<file path="src/rtl/tck_pkg.sv">
package tck_pkg;
  // register slots inside one channel
  localparam int RI_CLK = 0;
  localparam int RI_CTL = 1;
  localparam int RI_VAL = 2;
  localparam int RI_IVL = 3;
  localparam int RI_STS = 4;
  localparam int RI_IEN = 5;
  localparam int RI_N   = 6;
  localparam int CH_STRIDE = 4;

  // byte offset of a register slot for channel 0
  function automatic logic [7:0] reg_off(input int idx);
    case (idx)
      RI_CLK:  return 8'h00;
      RI_CTL:  return 8'h0C;
      RI_VAL:  return 8'h18;
      RI_IVL:  return 8'h24;
      RI_STS:  return 8'h54;
      default: return 8'h60;
    endcase
  endfunction

  // last prescaler phase for exponent n: period is 2^(n+1) clocks
  function automatic logic [31:0] presc_last(input logic [31:0] n);
    return (32'd1 << (n + 32'd1)) - 32'd1;
  endfunction
endpackage

</file>
<file path="src/rtl/tck_prescaler.sv">
module tck_prescaler #(
  parameter int NW = 4
) (
  input  logic          clk,
  input  logic          rst_n,
  input  logic          run,
  input  logic          pre_en,
  input  logic [NW-1:0] pre_exp,
  input  logic          clr,
  output logic          tick
);
  localparam int PW = 2 ** NW;

  logic [PW-1:0] pcnt;
  logic [31:0]   last_full;
  logic          at_last;

  assign last_full = tck_pkg::presc_last(32'(pre_exp));
  assign at_last   = (32'(pcnt) == last_full);
  assign tick      = run && (!pre_en || at_last);

  always_ff @(posedge clk or negedge rst_n) begin
    if (!rst_n)                      pcnt <= '0;
    else if (clr || !run || !pre_en) pcnt <= '0;
    else if (at_last)                pcnt <= '0;
    else                             pcnt <= pcnt + PW'(1);
  end

  // a prescaled tick is never followed directly by another one
  p_tick_spacing_r2: assert property (@(posedge clk) disable iff (!rst_n)
    tick && pre_en && !clr |=> !tick);
endmodule

</file>
<file path="src/rtl/tck_channel.sv">
module tck_channel #(
  parameter int CW = 16,
  parameter int NW = 4
) (
  input  logic                         clk,
  input  logic                         rst_n,
  input  logic                         wr_clk,
  input  logic                         wr_ctl,
  input  logic                         wr_ivl,
  input  logic                         wr_ien,
  input  logic                         rd_sts,
  input  logic [CW-1:0]                wdata,
  output logic [tck_pkg::RI_N-1:0][CW-1:0] rv,
  output logic                         irq
);
  import tck_pkg::*;

  localparam int TW = NW + 1;

  logic [TW-1:0] clk_q;
  logic [5:0]    ctl_q;
  logic [CW-1:0] cnt_q;
  logic [CW-1:0] ivl_q;
  logic [5:0]    sts_q;
  logic [5:0]    ien_q;

  // named internal events
  logic cnt_rst_wr, run, imode, tick, match, wrap_ivl, presc_clr;
  logic [5:0] sts_set;

  function automatic logic [CW-1:0] next_count(input logic [CW-1:0] cur,
                                               input logic [CW-1:0] lim,
                                               input logic restart_mode);
    if (restart_mode && cur == lim) return '0;
    return cur + CW'(1);
  endfunction

  assign cnt_rst_wr = wr_ctl && wdata[4];
  assign run        = !ctl_q[0];
  assign imode      = ctl_q[1];
  assign match      = (cnt_q == ivl_q);
  assign wrap_ivl   = tick && imode && match;
  assign sts_set    = {5'b0, wrap_ivl && !cnt_rst_wr};
  assign presc_clr  = wr_clk || cnt_rst_wr;

  tck_prescaler #(.NW(NW)) u_presc (
    .clk     (clk),
    .rst_n   (rst_n),
    .run     (run),
    .pre_en  (clk_q[0]),
    .pre_exp (clk_q[TW-1:1]),
    .clr     (presc_clr),
    .tick    (tick)
  );

  always_ff @(posedge clk or negedge rst_n) begin
    if (!rst_n) begin
      clk_q <= '0;
      ctl_q <= 6'h01;
      ivl_q <= '1;
      ien_q <= '0;
    end else begin
      if (wr_clk) clk_q <= wdata[TW-1:0];
      if (wr_ctl) ctl_q <= wdata[5:0] & 6'h2F;
      if (wr_ivl) ivl_q <= wdata;
      if (wr_ien) ien_q <= wdata[5:0];
    end
  end

  always_ff @(posedge clk or negedge rst_n) begin
    if (!rst_n)          cnt_q <= '0;
    else if (cnt_rst_wr) cnt_q <= '0;
    else if (tick)       cnt_q <= next_count(cnt_q, ivl_q, imode);
  end

  always_ff @(posedge clk or negedge rst_n) begin
    if (!rst_n) sts_q <= '0;
    else        sts_q <= (rd_sts ? 6'h00 : sts_q) | sts_set;
  end

  always_comb begin
    rv         = '0;
    rv[RI_CLK] = CW'(clk_q);
    rv[RI_CTL] = CW'(ctl_q);
    rv[RI_VAL] = cnt_q;
    rv[RI_IVL] = ivl_q;
    rv[RI_STS] = CW'(sts_q);
    rv[RI_IEN] = CW'(ien_q);
  end

  assign irq = |(sts_q & ien_q);

  p_wrap_r1: assert property (@(posedge clk) disable iff (!rst_n)
    tick && !imode && !cnt_rst_wr && cnt_q == '1 |=> cnt_q == '0);
  p_hold_r3: assert property (@(posedge clk) disable iff (!rst_n)
    !run && !cnt_rst_wr |=> $stable(cnt_q));
  p_rst_zero_r4: assert property (@(posedge clk) disable iff (!rst_n)
    cnt_rst_wr |=> cnt_q == '0);
  p_ivl_restart_r5: assert property (@(posedge clk) disable iff (!rst_n)
    wrap_ivl && !cnt_rst_wr |=> cnt_q == '0 && sts_q[0]);
  p_rd_clear_r6: assert property (@(posedge clk) disable iff (!rst_n)
    rd_sts && !sts_set[0] |=> sts_q == 6'h00);
  p_mask_r7: assert property (@(posedge clk) disable iff (!rst_n)
    ien_q == 6'h00 |-> !irq);
endmodule

</file>
<file path="src/rtl/tck_triple_timer.sv">
module tck_triple_timer #(
  parameter int NCH = 3,
  parameter int CW  = 16,
  parameter int NW  = 4,
  parameter int AW  = 8
) (
  input  logic           clk,
  input  logic           rst_n,
  input  logic           wr_en,
  input  logic           rd_en,
  input  logic [AW-1:0]  addr,
  input  logic [CW-1:0]  wdata,
  output logic [CW-1:0]  rdata,
  output logic [NCH-1:0] irq
);
  import tck_pkg::*;

  logic [NCH-1:0][RI_N-1:0]          hit;
  logic [NCH-1:0][RI_N-1:0][CW-1:0]  rv_all;
  logic [CW-1:0]                     rmux;

  always_comb begin
    for (int c = 0; c < NCH; c++)
      for (int r = 0; r < RI_N; r++)
        hit[c][r] = (addr == AW'(32'(reg_off(r)) + 32'(c * CH_STRIDE)));
  end

  for (genvar c = 0; c < NCH; c++) begin : g_ch
    tck_channel #(.CW(CW), .NW(NW)) u_ch (
      .clk    (clk),
      .rst_n  (rst_n),
      .wr_clk (wr_en && hit[c][RI_CLK]),
      .wr_ctl (wr_en && hit[c][RI_CTL]),
      .wr_ivl (wr_en && hit[c][RI_IVL]),
      .wr_ien (wr_en && hit[c][RI_IEN]),
      .rd_sts (rd_en && hit[c][RI_STS]),
      .wdata  (wdata),
      .rv     (rv_all[c]),
      .irq    (irq[c])
    );
  end

  always_comb begin
    rmux = '0;
    for (int c = 0; c < NCH; c++)
      for (int r = 0; r < RI_N; r++)
        if (hit[c][r]) rmux = rv_all[c][r];
  end

  always_ff @(posedge clk or negedge rst_n) begin
    if (!rst_n)     rdata <= '0;
    else if (rd_en) rdata <= rmux;
  end

  // one address never selects two registers
  p_decode_r8: assert property (@(posedge clk) disable iff (!rst_n)
    wr_en |-> $countones(hit) <= 1);
  // read data only moves after a read strobe
  p_rd_hold_r10: assert property (@(posedge clk) disable iff (!rst_n)
    !rd_en |=> $stable(rdata));
endmodule

</file>
<file path="config.mk">
export PLATFORM = sky130hd
export DESIGN_NAME = tck_triple_timer
export DESIGN_NICKNAME = d
export VERILOG_FILES = /design/src/rtl/tck_pkg.sv /design/src/rtl/tck_prescaler.sv /design/src/rtl/tck_channel.sv /design/src/rtl/tck_triple_timer.sv
export SDC_FILE = /design/constraint.sdc
export NUM_CORES = 1
export LEC_CHECK = 0
export CAP_MARGIN = 20
export CORE_MARGIN = 4
export CORE_UTILIZATION = 47
export CTS_CLUSTER_SIZE = 30
export DETAILED_ROUTE_END_ITERATION = 16
export GPL_ROUTABILITY_DRIVEN = 0
export PLACE_DENSITY = 0.69
export SLEW_MARGIN = 20
export SYNTH_ARGS = -nofsm -noshare
export SYNTH_HDL_FRONTEND = slang
export SYNTH_HIERARCHICAL = 1
export SYNTH_SLANG_ARGS = --single-unit
</file>
<file path="constraint.sdc">
create_clock -name clk -period 3.1 [get_ports clk]
set_input_delay 0.465 -clock clk [delete_from_list [all_inputs] [get_ports clk]]
set_output_delay 0.465 -clock clk [all_outputs]
set_load 0.1 [all_outputs]
</file>
==> summary.md <==
| Metric | Value |
|---|---|
| Outcome | `completed` |
| Skew final | `approximately 18 ps` |
| Highest clock rate | `between 300 and 400 MHz` |
| Power per cell area | `approximately 400 nW/um2` |
| Unrepaired setup endpoints after global routing | `false` |
| Synthesized cell area | `~16000 um2` |
| Async SR Flop Fraction | `100%` |
| CP required | `3520 ps` |
| Mean Syn Cell Area | `between 9 and 10 um2` |
| Htree depth | `1` |
| Core area | `between 30000 and 40000 um2` |
| Top-area cell type share of the netlist area | `24.3%` |
| Synth top area cells | `dfrtp_1 (24%), dfstp_2 (8.1%), buf_4 (7.1%)` |
| DR WL/cell | `20.9 um` |
| Initial antenna violation count | `1` |
| R2R Path Start | `g_ch[2].u_ch/clk_q[3]$_DFFE_PN0P_` |
| Vias | `14300` |
| Setup Viol. Count Final | `0` |
| Critical Path Slowest Stage Cell | `dfrtp_1` |
| Multiplexer share of the synthesized area | `~7.9%` |
| Total CTS buffers | `26` |
| Critical path launch point type | `register` |
| Io pins | `between 40 and 50` |
| DIE AREA | `between 30000 and 40000 um2` |
| Initial Util | `47.8%` |
| Max incr delay on CP | `between 300 and 400 ps` |
| # rows | `68` |
| Max-Cap Viols | `0` |
| Main combinational cell family by area after synthesis | `simple AND/OR/NAND/NOR gates` |
| WS Path Type | `register to register` |
| Post-Synth XOR/XNOR Area | `6.11%` |
| Critical Path, Cell by Cell | `nor2_2 -> nand2_1 -> ha_1 -> buf_4 -> and4b_1 -> o31ai_1 -> a21oi_1 -> o2111ai_1 -> o22ai_4 -> inv_2 -> a21boi_1 -> nand3_1 -> xor2_1 -> nor3_2` |
| Post-synth top cells | `dfrtp_1 (160), buf_4 (156), o21ai_0 (135)` |
| Critical path peak fanout | `8` |
| Drt first pass iters | `6` |
| Adder-cell share of the synthesized area | `less than 1%` |
| Worst-Skew Late Latency | `around 540 ps` |
| GR Util All Layers | `about a quarter` |
| Clk buf depth | `3` |
| Number of synthesized flops with an enable pin | `0` |
| I/O Buffers | `46` |
| Cell Area, Placed | `17100 um2` |
| Slew HR | `roughly two fifths` |
| Fillers | `around 3200` |
| Post-route setup TNS | `0 ps` |
| Slew @ Worst Pin | `roughly 900 ps` |
| YS warnings | `6` |
| Clk sinks | `around 210` |
| DP HPWL | `between 30000 and 40000 um` |
| Synth unique cells | `96` |
| Via-to-Cell Ratio | `6.10` |
| Hold_ws | `475 ps` |
| Post-Synth Simple-Gate Area | `22.6%` |
| Routed wire length | `approximately 49000 um` |
| CTS tree | `built` |
| DRC viols | `0` |
| Leak pwr | `7.49 nW` |
| Clk slew on worst S/H paths | `about 60 ps` |
| Final Hold Fails | `0` |
| Util after Layout | `about half` |
| First-pass GRT wire length | `around 77000 um` |
| CP arrival | `3260 ps` |
| Vias in the first global route | `around 14000` |
| Seq/Total Area, Yosys | `between 30% and 40%` |
| Largest net degree at the start of global routing | `just under 80` |
| Layout area overhead | `8.72%` |
| Grt total ovfl | `0` |
| Critical Path Start | `g_ch[2].u_ch/clk_q[3]$_DFFE_PN0P_` |
| Fraction of layout cells with a size suffix above 1 | `roughly a fifth` |
| Peak supply drop | `just over 0.4 mV` |
| Most frequent cell after synthesis | `dfrtp_1` |
| # diodes | `0` |
| Slew Viols, Final | `0` |
| Setup crit end kind | `register` |
| Seq cells post-synth | `roughly 210` |
| Worst reg-to-reg path cell count | `14` |
| Compound-cell area share of the yosys netlist | `18.1%` |
| Post-Place Setup Slack | `a little under 80 ps` |
| Post-route cell area | `roughly 18000 um2` |
| Post-synthesis cell count | `about 1800` |
| Routed Antenna Nets | `0` |
| Post-synth top flop | `dfrtp_1` |
| Die Span X | `~200 um` |
| Fin crit share | `between 90% and 100%` |
| Min-delay worst type | `primary input to asynchronous set/reset pin` |
| Fin crit period | `between 2000 and 3000 ps` |
| Die Ht | `195 um` |
| Setup WS post-layout | `268 ps` |
| Starting DRT DRC Count | `between 1500 and 2000` |
| CTS Root Buffer Type | `clkbuf_16` |
| Area leader, netlist | `dfrtp_1` |
| Nets | `~1900` |
## report_power, final
group	total, W	internal (W)	switching [W]
clock network	0.00300	0.00174	0.00126
logic	0.00121	0.000457	0.000756
registers	0.00311	0.00291	0.000207
## registers in the layout, summed over array words and instances (netlist names)
register                flops
g_ch.u_ch/clk_q            15
g_ch.u_ch/cnt_q            48
g_ch.u_ch/ctl_q            15
g_ch.u_ch/ien_q            18
g_ch.u_ch/ivl_q            48
g_ch.u_ch/sts_q             3
g_ch.u_ch/u_presc/pcnt     48
rdata                      16
## worst paths after layout
kind | endpoint | slack (ps)
setup / recovery | g_ch[2].u_ch/cnt_q[7]$_DFFE_PN0P_ | 270
hold / removal | g_ch[2].u_ch/u_presc/pcnt[7]$_DFF_PN0_ | 480
setup reg to reg | g_ch[2].u_ch/cnt_q[7]$_DFFE_PN0P_ | 270
hold reg to reg | g_ch[1].u_ch/u_presc/pcnt[0]$_DFF_PN0_ | 480
max in group asynchronous | g_ch[1].u_ch/ivl_q[6]$_DFFE_PN1P_ | 1770
min in group clk | g_ch[1].u_ch/u_presc/pcnt[0]$_DFF_PN0_ | 480
## layout make-up
cell class | instances | area (um2) | share of cell area, %
sequential | 211 | 5340 | 29.8
tap | 455 | 569 | 3.17
clock inverter | 9 | 86.3 | 0.481
multi-input combinational | 1448 | 9730 | 54.3
timing repair buffer | 145 | 1350 | 7.54
clock buffer | 39 | 741 | 4.13
inverter | 30 | 113 | 0.628
## metal layers
metal	vias to the layer above	GRT usage (%)	share of wire, %
li1	6527	-	-
met1	6911	35.4	43
met2	691	38.1	44
met3	127	4.69	8.8
met4	2	8.64	3.9
met5	-	0	0.018
## logic make-up after synthesis
group,count (synthesis)
and+or+nand+nor,604
AOI/OAI and AO/OA,458
buffers and inverters,308
DFF,211
muxes,118
xor gates and xnor gates,115
adders and majority gates,9
other,6
## critical path, delay by kind of cell, from the launching register on
kind                       cells  cell delay, ps
and+or+nand+nor                5             640
adders and majority gates      1             270
buffers and inverters          2             280
AOI/OAI and AO/OA              5             940
xor gates and xnor gates       1             200
DFF                            1             380
## repair_timing
item / CTS / global route
buffers inserted: 0 / 0
gates resized for setup: 0 / 7
hold endpoints to repair: 52 / 0
setup endpoints to repair: 0 / 46
hold buffers: 1 / 0
## metrics by stage
stage	power, W	instances
after floorplan	0.00401	1967
after global placement	0.00429	2288
after detailed placement	0.00432	2288
after CTS	0.00735	2337
after global routing	0.00762	2337
final	0.00733	2337
## cells in the final DEF, fill, tap and decap left out, types with 23 or more instances in the layout
cell,instances
a21oi_1,90
a22oi_1,25
and3_1,30
buf_4,102
clkbuf_16,27
clkdlybuf4s50_1,26
conb_1,144
dfrtp_1,160
dfstp_2,51
inv_1,28
mux2_1,26
mux2_2,70
nand2_1,132
nand2b_1,23
nand3_1,63
nand4_1,24
nor2_1,81
nor3_1,32
nor3_2,62
nor4_1,27
o21ai_0,135
o22ai_1,30
xnor2_1,32
xor2_1,83
Note: power is estimated with default switching activity, not from simulation.
